## src/rtl/cfc_pkg.sv

```systemverilog
package cfc_pkg;

  typedef enum logic [1:0] {
    ST_ACTIVE  = 2'd0,
    ST_PASSIVE = 2'd1,
    ST_BUSOFF  = 2'd2
  } cfcState_e;

  // control -> datapath strobes for one cycle
  typedef struct packed {
    logic incTx;
    logic incRxMinor;
    logic incRxMajor;
    logic decTx;
    logic decRx;
    logic capRx;
    logic clrAll;
  } cfcCmd_t;

endpackage

```

## src/rtl/cfc_dp.sv

```systemverilog
module cfc_dp
  import cfc_pkg::*;
#(
  parameter int CNT_W     = 9,
  parameter int LIM_W     = 8,
  parameter int TX_STEP   = 8,
  parameter int RX_MAJOR  = 8,
  parameter int RX_SAT    = 135,
  parameter int WARN_DEF  = 96
) (
  input  logic             clk,
  input  logic             rstN,
  input  cfcCmd_t          cmd,
  input  logic             limitWr,
  input  logic [LIM_W-1:0] limitIn,
  output logic [CNT_W-1:0] txCnt,
  output logic [CNT_W-1:0] rxCnt,
  output logic [LIM_W-1:0] warnLimit
);

  localparam int SUM_W = CNT_W + 1;

  logic [SUM_W-1:0] txSum;
  logic [SUM_W-1:0] rxSum;
  logic [SUM_W-1:0] rxStep;
  logic [CNT_W-1:0] txNext;
  logic [CNT_W-1:0] rxNext;

  always_comb begin
    txSum  = {1'b0, txCnt} + SUM_W'(TX_STEP);
    rxStep = cmd.incRxMajor ? SUM_W'(RX_MAJOR) : SUM_W'(1);
    rxSum  = {1'b0, rxCnt} + rxStep;
  end

  always_comb begin
    txNext = txCnt;
    if (cmd.clrAll) begin
      txNext = '0;
    end else if (cmd.incTx) begin
      txNext = txSum[CNT_W-1:0];
    end else if (cmd.decTx && txCnt != '0) begin
      txNext = txCnt - CNT_W'(1);
    end
  end

  always_comb begin
    rxNext = rxCnt;
    if (cmd.clrAll) begin
      rxNext = '0;
    end else if (cmd.incRxMinor || cmd.incRxMajor) begin
      if (cmd.capRx && rxSum > SUM_W'(RX_SAT)) begin
        rxNext = CNT_W'(RX_SAT);
      end else begin
        rxNext = rxSum[CNT_W-1:0];
      end
    end else if (cmd.decRx && rxCnt != '0) begin
      rxNext = rxCnt - CNT_W'(1);
    end
  end

  always_ff @(posedge clk) begin
    if (!rstN) begin
      txCnt     <= '0;
      rxCnt     <= '0;
      warnLimit <= LIM_W'(WARN_DEF);
    end else begin
      txCnt <= txNext;
      rxCnt <= rxNext;
      if (limitWr) begin
        warnLimit <= limitIn;
      end
    end
  end

endmodule

```

## src/rtl/cfc_ctrl.sv

```systemverilog
module cfc_ctrl
  import cfc_pkg::*;
#(
  parameter int CNT_W      = 9,
  parameter int LIM_W      = 8,
  parameter int PASSIVE_TH = 127,
  parameter int BUSOFF_TH  = 255,
  parameter int RECOV_N    = 128
) (
  input  logic             clk,
  input  logic             rstN,
  input  logic             txErr,
  input  logic             rxErr,
  input  logic             rxErrMajor,
  input  logic             txOk,
  input  logic             rxOk,
  input  logic             idle11,
  input  logic [CNT_W-1:0] txCnt,
  input  logic [CNT_W-1:0] rxCnt,
  input  logic [LIM_W-1:0] warnLimit,
  output cfcCmd_t          cmd,
  output cfcState_e        stateQ,
  output logic             warnQ,
  output logic             irqStateQ,
  output logic             irqWarnQ
);

  localparam int REC_W = $clog2(RECOV_N + 1);

  logic             busOffNow;
  logic             passiveNow;
  logic             warnNow;
  logic             lastRun;
  logic [REC_W-1:0] recCnt;
  cfcState_e        stateNext;

  always_comb begin
    busOffNow  = txCnt > CNT_W'(BUSOFF_TH);
    passiveNow = (txCnt > CNT_W'(PASSIVE_TH)) || (rxCnt > CNT_W'(PASSIVE_TH));
    warnNow    = (txCnt >= CNT_W'(warnLimit)) || (rxCnt >= CNT_W'(warnLimit));
    lastRun    = recCnt == REC_W'(RECOV_N - 1);
  end

  always_comb begin
    if (busOffNow)       stateNext = ST_BUSOFF;
    else if (passiveNow) stateNext = ST_PASSIVE;
    else                 stateNext = ST_ACTIVE;
  end

  always_comb begin
    cmd.incTx      = !busOffNow && txErr;
    cmd.incRxMajor = !busOffNow && rxErrMajor;
    cmd.incRxMinor = !busOffNow && rxErr && !rxErrMajor;
    cmd.decTx      = !busOffNow && txOk && !txErr;
    cmd.decRx      = !busOffNow && rxOk && !rxErr && !rxErrMajor;
    cmd.capRx      = passiveNow;
    cmd.clrAll     = busOffNow && idle11 && lastRun;
  end

  always_ff @(posedge clk) begin
    if (!rstN) begin
      recCnt <= '0;
    end else if (!busOffNow) begin
      recCnt <= '0;
    end else if (idle11) begin
      recCnt <= lastRun ? '0 : recCnt + REC_W'(1);
    end
  end

  always_ff @(posedge clk) begin
    if (!rstN) begin
      stateQ    <= ST_ACTIVE;
      warnQ     <= 1'b0;
      irqStateQ <= 1'b0;
      irqWarnQ  <= 1'b0;
    end else begin
      stateQ    <= stateNext;
      warnQ     <= warnNow;
      irqStateQ <= stateNext != stateQ;
      irqWarnQ  <= warnNow != warnQ;
    end
  end

endmodule

```

## src/rtl/can_fault_confine.sv

```systemverilog
module can_fault_confine
  import cfc_pkg::*;
#(
  parameter int CNT_W      = 9,
  parameter int LIM_W      = 8,
  parameter int TX_STEP    = 8,
  parameter int RX_MAJOR   = 8,
  parameter int RX_SAT     = 135,
  parameter int PASSIVE_TH = 127,
  parameter int BUSOFF_TH  = 255,
  parameter int RECOV_N    = 128,
  parameter int WARN_DEF   = 96
) (
  input  logic             clk,
  input  logic             rstN,
  input  logic             txErr,
  input  logic             rxErr,
  input  logic             rxErrMajor,
  input  logic             txOk,
  input  logic             rxOk,
  input  logic             idle11,
  input  logic             limitWr,
  input  logic [LIM_W-1:0] limitIn,
  output logic [CNT_W-1:0] txCnt,
  output logic [CNT_W-1:0] rxCnt,
  output logic [1:0]       state,
  output logic             warnFlag,
  output logic             irqState,
  output logic             irqWarn
);

  cfcCmd_t          cmd;
  cfcState_e        stateQ;
  logic [LIM_W-1:0] warnLimit;

  cfc_ctrl #(
    .CNT_W(CNT_W), .LIM_W(LIM_W), .PASSIVE_TH(PASSIVE_TH),
    .BUSOFF_TH(BUSOFF_TH), .RECOV_N(RECOV_N)
  ) u_ctrl (
    .clk(clk), .rstN(rstN), .txErr(txErr), .rxErr(rxErr),
    .rxErrMajor(rxErrMajor), .txOk(txOk), .rxOk(rxOk), .idle11(idle11),
    .txCnt(txCnt), .rxCnt(rxCnt), .warnLimit(warnLimit), .cmd(cmd),
    .stateQ(stateQ), .warnQ(warnFlag), .irqStateQ(irqState), .irqWarnQ(irqWarn)
  );

  cfc_dp #(
    .CNT_W(CNT_W), .LIM_W(LIM_W), .TX_STEP(TX_STEP), .RX_MAJOR(RX_MAJOR),
    .RX_SAT(RX_SAT), .WARN_DEF(WARN_DEF)
  ) u_dp (
    .clk(clk), .rstN(rstN), .cmd(cmd), .limitWr(limitWr), .limitIn(limitIn),
    .txCnt(txCnt), .rxCnt(rxCnt), .warnLimit(warnLimit)
  );

  assign state = stateQ;

endmodule

```

## config.mk

```make
export PLATFORM = sky130hd
export DESIGN_NAME = can_fault_confine
export DESIGN_NICKNAME = d
export VERILOG_FILES = /design/src/rtl/cfc_pkg.sv /design/src/rtl/cfc_dp.sv /design/src/rtl/cfc_ctrl.sv /design/src/rtl/can_fault_confine.sv
export SDC_FILE = /design/constraint.sdc
export NUM_CORES = 1
export LEC_CHECK = 0
export ABC_CLOCK_PERIOD_IN_PS = 6200
export BUFFER_PORTS_ARGS = -buffer_cell sky130_fd_sc_hd__buf_4
export CORE_MARGIN = 3
export CORE_UTILIZATION = 35
export DETAILED_ROUTE_END_ITERATION = 10
export GPL_ROUTABILITY_DRIVEN = 0
export PLACE_DENSITY_LB_ADDON = 0.2
export SLEW_MARGIN = 20
export SYNTH_ARGS = -nofsm -noshare
export SYNTH_HDL_FRONTEND = slang
export SYNTH_SLANG_ARGS = --single-unit
```

## constraint.sdc

```tcl
create_clock -name clk -period 6.2 [get_ports clk]
set_clock_uncertainty 0.05 [all_clocks]
set_input_delay 0.93 -clock clk [delete_from_list [all_inputs] [get_ports clk]]
set_output_delay 0.93 -clock clk [all_outputs]
set_load 0.02 [all_outputs]
```

# Word level (Yosys, flattened, before mapping)
# Index checks and enable logic that the tools add are counted.
totals:
  ff_bits: 39
  output_inout_bits: 23
op_classes:
  n_addsub: 5
  magnitude_cmp: 6
  n_eq_ne: 3
  muxes: 9
  bitwise_logic: 1
  n_reduce_logical: 27
op_table:
  columns: ["operator", "count"]
  rows:
  - ["9-bit 2-to-1 mux", 5]
  - ["9-bit by 8-bit >= comparator with 1-bit output", 2]
  - ["9-bit by 7-bit > comparator with 1-bit output, second input constant", 2]
  - ["9-bit nonzero test", 2]
  - ["9-bit by 1-bit subtractor with 9-bit output, second input constant", 2]
  - ["1-bit logical AND", 14]
  - ["9-bit by 10-bit adder with 10-bit output", 1]
  - ["10-bit by 8-bit > comparator with 1-bit output, second input constant", 1]
  - ["9-bit by 4-bit adder with 9-bit output, second input constant", 1]
  - ["9-bit by 8-bit > comparator with 1-bit output, second input constant", 1]
  - ["8-bit by 1-bit adder with 8-bit output, second input constant", 1]
  - ["8-bit by 7-bit equality test with 1-bit output, second input constant", 1]
  - ["8-bit 2-to-1 mux", 1]
  - ["1-bit zero test", 4]
  - ["4-bit 2-to-1 mux", 1]
  - ["2-bit nonzero test", 2]
  - ["1-bit logical OR", 3]
  - ["2-bit 2-to-1 mux", 1]
  - ["2-bit inequality test", 1]
  - ["2-bit AND reduction", 1]
  - ["2-bit OR reduction", 1]
  - ["1-bit 2-to-1 mux", 1]
  - ["1-bit inequality test", 1]
  - ["1-bit inverter", 1]

# Logic depth before layout (Yosys ltp)
# Gate-level depths: netlist of run 1.
logic_depth:
  depth_word: 9
  mapped_depth: 14
  ltp_nobuf: 13

# By module
# From an unflattened synthesis of run 1, not the netlist that was laid out.
hier_totals:
  hier_cells: 302
  area_unflattened_um2: 2631.3
modules_own_cells:
  columns: ["module", "n_inst", "cells_per_inst", "area_per_inst_um2", "seq_area_each_um2"]
  rows:
  - ["cfc_dp", 1, 189, 1676.6, 520.5]
  - ["cfc_ctrl", 1, 113, 954.7, 260.2]

# Worst setup path before layout of run 1
# Ideal clock, no wire load.
synth_timing:
  path_type: "register to register"
  startpoint: "reg u_dp.txCnt[1]"
  endpoint: "reg u_dp.rxCnt[0]"
  setup_ps: 122
  arrival_ps: 3179
  setup_slack_ps: 2850
  stages_incl_launch_ff: 14
  n_path_buf: 1
  synth_period_minus_slack_ps: 3350
  cell_sequence: "dfxtp_1 -> ha_1 -> and3_1 -> nor3_1 -> nor2_1 -> clkbuf_1 -> nand2_1 -> ha_1 -> ha_1 -> a311oi_1 -> o21bai_1 -> a221oi_2 -> o311ai_2 -> o311a_1"
synth_via:
  elab_chain_cells: 9
  elab_cells_between_ends: 22
  cone_classes: "add/sub: 1; order compare: 3; mux: 3; reduce/logical: 15"
synth_rtl:
  columns: ["item", "line_no", "rtl"]
  rows:
  - ["from (decl)", "cfc_dp.sv:16", "output logic [CNT_W-1:0] txCnt,"]
  - ["from (signal assigned)", "cfc_dp.sv:67", "txCnt <= txNext;"]
  - ["9-bit by 8-bit > comparator with 1-bit output", "cfc_ctrl.sv:38", "busOffNow = txCnt > CNT_W'(BUSOFF_TH);"]
  - ["1-bit zero test", "cfc_ctrl.sv:52, cfc_ctrl.sv:53, cfc_ctrl.sv:55", null]
  - ["1-bit logical AND", "cfc_ctrl.sv:52", "cmd.incRxMajor = !busOffNow && rxErrMajor;"]
  - ["4-bit 2-to-1 mux", "cfc_dp.sv:31", "rxStep = cmd.incRxMajor ? SUM_W'(RX_MAJOR) : SUM_W'(1);"]
  - ["9-bit by 10-bit adder with 10-bit output", "cfc_dp.sv:32", "rxSum = {1'b0, rxCnt} + rxStep;"]
  - ["10-bit by 8-bit > comparator with 1-bit output", "cfc_dp.sv:51", "if (cmd.capRx && rxSum > SUM_W'(RX_SAT)) begin"]
  - ["1-bit logical AND", "cfc_dp.sv:51", null]
  - ["9-bit 2-to-1 mux", "cfc_dp.sv:51", null]
  - ["9-bit 2-to-1 mux", "cfc_dp.sv:50", "end else if (cmd.incRxMinor || cmd.incRxMajor) begin"]
  - ["to (signal assigned)", "cfc_dp.sv:68", "rxCnt <= rxNext;"]
  - ["to (decl)", "cfc_dp.sv:17", "output logic [CNT_W-1:0] rxCnt,"]
# Parallel ways exist; a longest one is shown, timed or not.
# A chain may end at the register's enable or synchronous reset.

# Worst setup path in the final report of run 1
layout_timing:
  startpoint: "reg u_dp.txCnt[4]"
  endpoint: "reg u_dp.rxCnt[5]"
# The elaborated chain is that of the path after synthesis.

==> results of run 1 <==
==> registers in the layout, summed over array words and instances (netlist names) <==
| register | flops |
|---|---|
| u_dp.rxCnt | 9 |
| u_dp.txCnt | 9 |
| u_ctrl.recCnt | 8 |
| u_dp.warnLimit | 8 |
| u_ctrl.stateQ | 2 |
| u_ctrl.irqStateQ | 1 |
| u_ctrl.irqWarnQ | 1 |
| u_ctrl.warnQ | 1 |
==> cell usage after synthesis (all sizes together) (3+ instances only) <==
cell     number
xnor2        12
nor2         37
o21ai        10
o22ai         4
ha           28
xor2          9
a41oi         3
clkbuf        7
nand4         7
nor3          7
or4           4
nand2        20
mux2i         8
inv          18
nand3        13
buf           8
a21oi        18
o21a          3
nand2b        6
and3          3
or2           3
a21o          5
nor2b         6
o2111ai       4
o31ai         4
dfxtp        39
nor4          4
==> through the flow <==
step	hold slack, ns	std cells
global placement	0.410	443
global route	0.482	451
CTS	0.435	451
floorplan	0.410	318
finish	0.433	451
detailed placement	0.424	443
==> worst max-delay path, stage by stage, from the launching register on <==
cell and delay [ns]:
dfxtp_1 0.51, ha_1 0.23, nand4_1 0.17, nor3_1 0.22, nor2_1 0.06, buf_4 0.19, nand2_1 0.10, inv_1 0.05
ha_1 0.33, a41oi_1 0.41, nor2_1 0.14, xnor2_1 0.18, o311ai_2 0.47, nor2_1 0.10, o31a_1 0.24
==> cells by family after synthesis <==
logic type | count (synthesis) | share of synthesized area
and+or+nand+nor | 116 | 0.219
AOI/OAI and AO/OA | 73 | 0.206
DFF | 39 | 0.290
buffers and inverters | 33 | 0.0571
adders and majority gates | 28 | 0.130
xor gates and xnor gates | 21 | 0.0683
muxes | 8 | 0.0297
==> power groups by stage <==
stage               logic [mW]  registers, mW  clock network (mW)
floorplan                0.579          0.465                   0
global placement         0.813          0.460                   0
detailed placement       0.815          0.462                   0
CTS                      0.820          0.457               0.181
global route             0.904          0.471               0.191
finish                   0.819          0.454               0.172
==> final cells by class <==
class / count / area, sq um
tap: 99 / 124
inverter: 18 / 67.6
clock inverter: 3 / 20.0
sequential: 39 / 781
multi-input combinational: 246 / 1760
clock buffer: 5 / 68.8
timing repair buffer: 41 / 308
fill: 762 / 4240
==> worst min-delay path by stage <==
stage	startpoint	endpoint	depth (start not counted)
after floorplan	u_dp.warnLimit[1]	u_dp.warnLimit[1]	2
after global placement	u_ctrl.warnQ	u_ctrl.irqWarnQ	2
after detailed placement	u_ctrl.warnQ	u_ctrl.irqWarnQ	2
after CTS	u_ctrl.warnQ	u_ctrl.irqWarnQ	2
after global routing	u_ctrl.warnQ	u_ctrl.irqWarnQ	2
final	u_ctrl.warnQ	u_ctrl.irqWarnQ	2
==> routing by layer <==
| layer | GRT usage | share of wire |
|---|---|---|
| met5 | 0 | 0 |
| met4 | 0.0566 | 0.022 |
| met3 | 0.0304 | 0.049 |
| met2 | 0.275 | 0.48 |
| met1 | 0.207 | 0.45 |
==> results.yml, run 1 <==
power_and_ir_drop:
  power_leakage_nw: 1.31
  power_mw: 1.44
  combPwrFrac: 0.567
  p_per_area_nw_per_um2: 462
  vdd_drop_max_mv: 0.220
  internal_power_mw: 0.760
  switchingPower_mw: 0.684
  pwr-share-clk: 0.119
  pwr-share-seq: 0.314
  swShare: 0.474
synthesis:
  avgSynthCellArea_sq_um: 8.47
  syn_area_sq_um: 2690
  syn_nets: 363
  async_reset_ff_frac: 0
  synth_ff_type: "dfxtp_1"
  synth.yosys.seq_area_share: 0.290
  yosysWarnings: 0
  yosys.area.top_type: "dfxtp_1"
  ys_types: 59
  ys_seq_elements: 39
  synth_edf_count: 0
  syn_inst: 318
  synth.top_cell.area_share: 0.290
  synth_area_leaders: "dfxtp_1 (29%), ha_1 (13%), nor2_1 (5.2%)"
critical_path:
  critPathCapture: "u_dp.rxCnt[5]"
  worst_ep_arrival_time_ns: 3.69
  end_kind: "register"
  worstReg2RegEnd: "u_dp.rxCnt[5]"
  setup.worst_path.start: "u_dp.txCnt[4]"
  r2r_setup_slack_ns: 2.64
  critPathKind: "reg2reg"
  cp.required_ns: 6.33
  rr_startpoint: "u_dp.txCnt[4]"
  cp_max_fo: 13
  start_kind: "register"
  worstRegToRegCells: 14
timing:
  max_freq_ghz: 0.281
  relSlewSlack: 0.552
  min_period_ns: 3.56
  setup_slack_ns: 2.64
  hold_violations: 0
  drv_slew: 0
  fin_setup_tns_ns: 0
  worst_pin_slew_ns: 0.670
  min_period_over_period: 0.574
  setup-violations-final: 0
  rsz0062_at_grt: "no"
clock_tree:
  cts_tree: "yes"
  cts_inserted_buffers: 5
  cts_setup_buffers: 0
  clk_pin_slew_ns: 0.08
  worstSkewPairLatency_ns: 0.29
  cts.path.max_buffers: 2
  cts.sinks: 39
  clockRootBuffer: "clkbuf_8"
  cts_hold_buffers: 0
  cts_resized: 0
  htreeDepth: 2
global_routing:
  grt_remaining_overflow: 0
  grt_max_degree: 16
  grtUsageTotal: 0.163
  grt_pass1_vias: 2252
  grt_pass1_wl_um: 11400
  antenna_found_initial: 0
drt:
  via_per_inst: 5.41
  drc: 0
  postRouteAntennaNets: 0
  wl_per_cell_um: 15.5
  drt-pass1-iter-count: 4
  drt_first_iter_violations: 72
  dr_total_vias: 2440
  routed_wl_um: 7000
cells_and_area:
  final_cell_mix: "buf_4 (41), dfxtp_1 (39), nor2_1 (37), ha_1 (28), nand2_1 (20)"
  final_util: 0.424
  nets: 396
  mostFrequentLayoutCell: "buf_4"
  fin_area_sq_um: 3130
  areaGrowthSynthToFinish_pct: 16.1
  num_antenna_cells: 0
  drive_above_1_share: 0.185
run:
  maxCapViolations: 0
worst_hold_path:
  hold_class: "reg2reg"
die:
  coreArea_sq_um: 7370
  io_pins: 40
  die-area_sq_um: 8780
  start_util: 0.365
  die_y_um: 93.7
  row_count: 31
  die_x_um: 93.7
placed_design:
  placed_area_sq_um: 3040
  dp_hpwl_um: 5290
  numPortBuffers: 39
  dp_slack_ns: 2.70
outcome:
  status: "complete, no violations"
Note: power is estimated with default switching activity, not from simulation.
==> run 2: changes to the inputs <==
Settings changed: ABC_CLOCK_PERIOD_IN_PS 6200 to 3700.
Clock period 6.2 ns to 3.7 ns, I/O delays scaled along.
==> run 2 against run 1 <==
Critical path depth down 1. Power grew 70%. Flip-flop and latch count stayed put. Via count fell by 0.90%. Count of clock-buffer cells in the layout did not move. Sequential share of layout area fell by 0.23 points. Setup slack lost 2.3 ns. Critical path type unchanged. Highest routed layer unchanged.
==> results.yml, run 2 (synthesis gave the netlist of run 1 again) <==
global_routing:
  grtUsageTotal: 0.166
  antenna_found_initial: 0
  grt_max_degree: 16
  grt_pass1_vias: 2320
  grt_remaining_overflow: 0
  grt_pass1_wl_um: 11600
critical_path:
  critPathKind: "reg2reg"
  r2r_setup_slack_ns: 0.36
  worstRegToRegCells: 13
  worst_ep_arrival_time_ns: 3.51
  end_kind: "register"
  start_kind: "register"
  rr_startpoint: "u_dp.txCnt[4]"
  cp_max_fo: 10
  worstReg2RegEnd: "u_dp.rxCnt[6]"
  cp.required_ns: 3.87
clock_tree:
  cts.path.max_buffers: 2
  worstSkewPairLatency_ns: 0.29
  cts_resized: 0
  cts_setup_buffers: 0
  clockRootBuffer: "clkbuf_8"
  clk_pin_slew_ns: 0.09
  cts_tree: "yes"
  htreeDepth: 2
  cts_inserted_buffers: 5
  cts.sinks: 39
  cts_hold_buffers: 0
power_and_ir_drop:
  power_leakage_nw: 1.33
  pwr-share-clk: 0.121
  combPwrFrac: 0.579
  vdd_drop_max_mv: 0.359
  switchingPower_mw: 1.17
  p_per_area_nw_per_um2: 780
  pwr-share-seq: 0.299
  swShare: 0.475
  internal_power_mw: 1.29
placed_design:
  dp_hpwl_um: 5440
  numPortBuffers: 39
  dp.cells: 445
cells_and_area:
  nets: 398
  fin_cells: 453
  mostFrequentLayoutCell: "buf_4"
  final_cell_mix: "buf_4 (43), dfxtp_1 (39), nor2_1 (37), ha_1 (28), nand2_1 (20)"
  drive_above_1_share: 0.189
  nFillCells: 772
  num_antenna_cells: 0
  areaGrowthSynthToFinish_pct: 17.2
  reg_top3: "u_dp.rxCnt: 9 flops, u_dp.txCnt: 9 flops"
outcome:
  status: "complete, no violations"
timing:
  hold_violations: 0
  min_period_ns: 3.34
  relSlewSlack: 0.510
  max_freq_ghz: 0.299
  rsz0062_at_grt: "no"
  min_period_over_period: 0.904
  fin_setup_tns_ns: 0
  worst_pin_slew_ns: 0.732
  setup-violations-final: 0
  drv_slew: 0
die:
  start_util: 0.365
  coreArea_sq_um: 7370
  die-area_sq_um: 8780
  row_count: 31
  die_x_um: 93.7
  die_y_um: 93.7
  io_pins: 40
run:
  maxCapViolations: 0
worst_hold_path:
  min_to: "u_dp.warnLimit[6]"
  hold_path_depth: 3
  min-delay-start: "limitIn[6]"
  hold_class: "in2reg"
drt:
  routed_wl_um: 7080
  via_per_inst: 5.34
  drt_first_iter_violations: 97
  wl_per_cell_um: 15.6
  drt-pass1-iter-count: 4
  dr_total_vias: 2418
  drc: 0
  postRouteAntennaNets: 0
[run 2: cell count changes in the layout (fill, tap and decap cells not counted), sizes merged]
cell	delta
buf	+2
inv	+1
clkinv	-1
[run 2: layer usage]
layer	track usage	up-vias	wire [um]
met5	0	-	0
met3	0.0272	9	252
li1	-	1227	-
met2	0.290	46	3460
met4	0.0325	0	63
met1	0.216	1136	3300
[run 2: stage by stage]
stage	util	worst slack [ns]	area [sq um]	hold WS (ns)	total power [mW]
finish	0.428	0.357	3160	0.425	2.46
detailed placement	0.414	0.326	3050	0.419	2.15
floorplan	-	0.350	2690	0.410	1.75
global route	0.428	0.0522	3160	0.435	2.67
CTS	0.427	0.310	3150	0.422	2.46
global placement	0.414	0.371	3050	0.409	2.14
[run 2: cell type report]
class,instances,area [sq um],area share
Clock inverter,3,23.8,0.00753
Tap cell,99,124,0.0393
Sequential cell,39,781,0.247
Clock buffer,5,68.8,0.0218
Inverter,18,67.6,0.0214
Timing Repair Buffer,43,323,0.102
Multi-Input combinational cell,246,1770,0.560
[run 2: worst max-delay path by stage]
stage	depth (start not counted)	slack, ns	start	to
after global routing	13	0.05	u_dp.txCnt[4]	u_dp.rxCnt[6]
final	13	0.36	u_dp.txCnt[4]	u_dp.rxCnt[6]
after floorplan	13	0.35	u_dp.txCnt[1]	u_dp.rxCnt[0]
after detailed placement	13	0.33	u_dp.txCnt[4]	u_dp.rxCnt[5]
after CTS	13	0.31	u_dp.txCnt[4]	u_dp.rxCnt[5]
after global placement	13	0.37	u_dp.txCnt[4]	u_dp.rxCnt[5]
[run 2: worst max-delay path: stages (launching register included)]
cell and delay [ns]:
dfxtp_1 0.51, ha_1 0.23, nand4_1 0.17, nor3_1 0.21, nor2_1 0.09, nand2_1 0.11, inv_1 0.05, ha_1 0.33
a41oi_1 0.43, o21bai_1 0.15, a221oi_2 0.39, o311ai_4 0.18, o211a_1 0.25, nor3_1 0.12
[run 2: power groups by stage]
stage	Combinational [mW]	Clock, mW	Sequential (mW)
floorplan	0.970	0	0.780
global placement	1.40	0	0.742
detailed placement	1.41	0	0.744
CTS	1.42	0.309	0.735
global route	1.59	0.328	0.757
finish	1.43	0.299	0.736
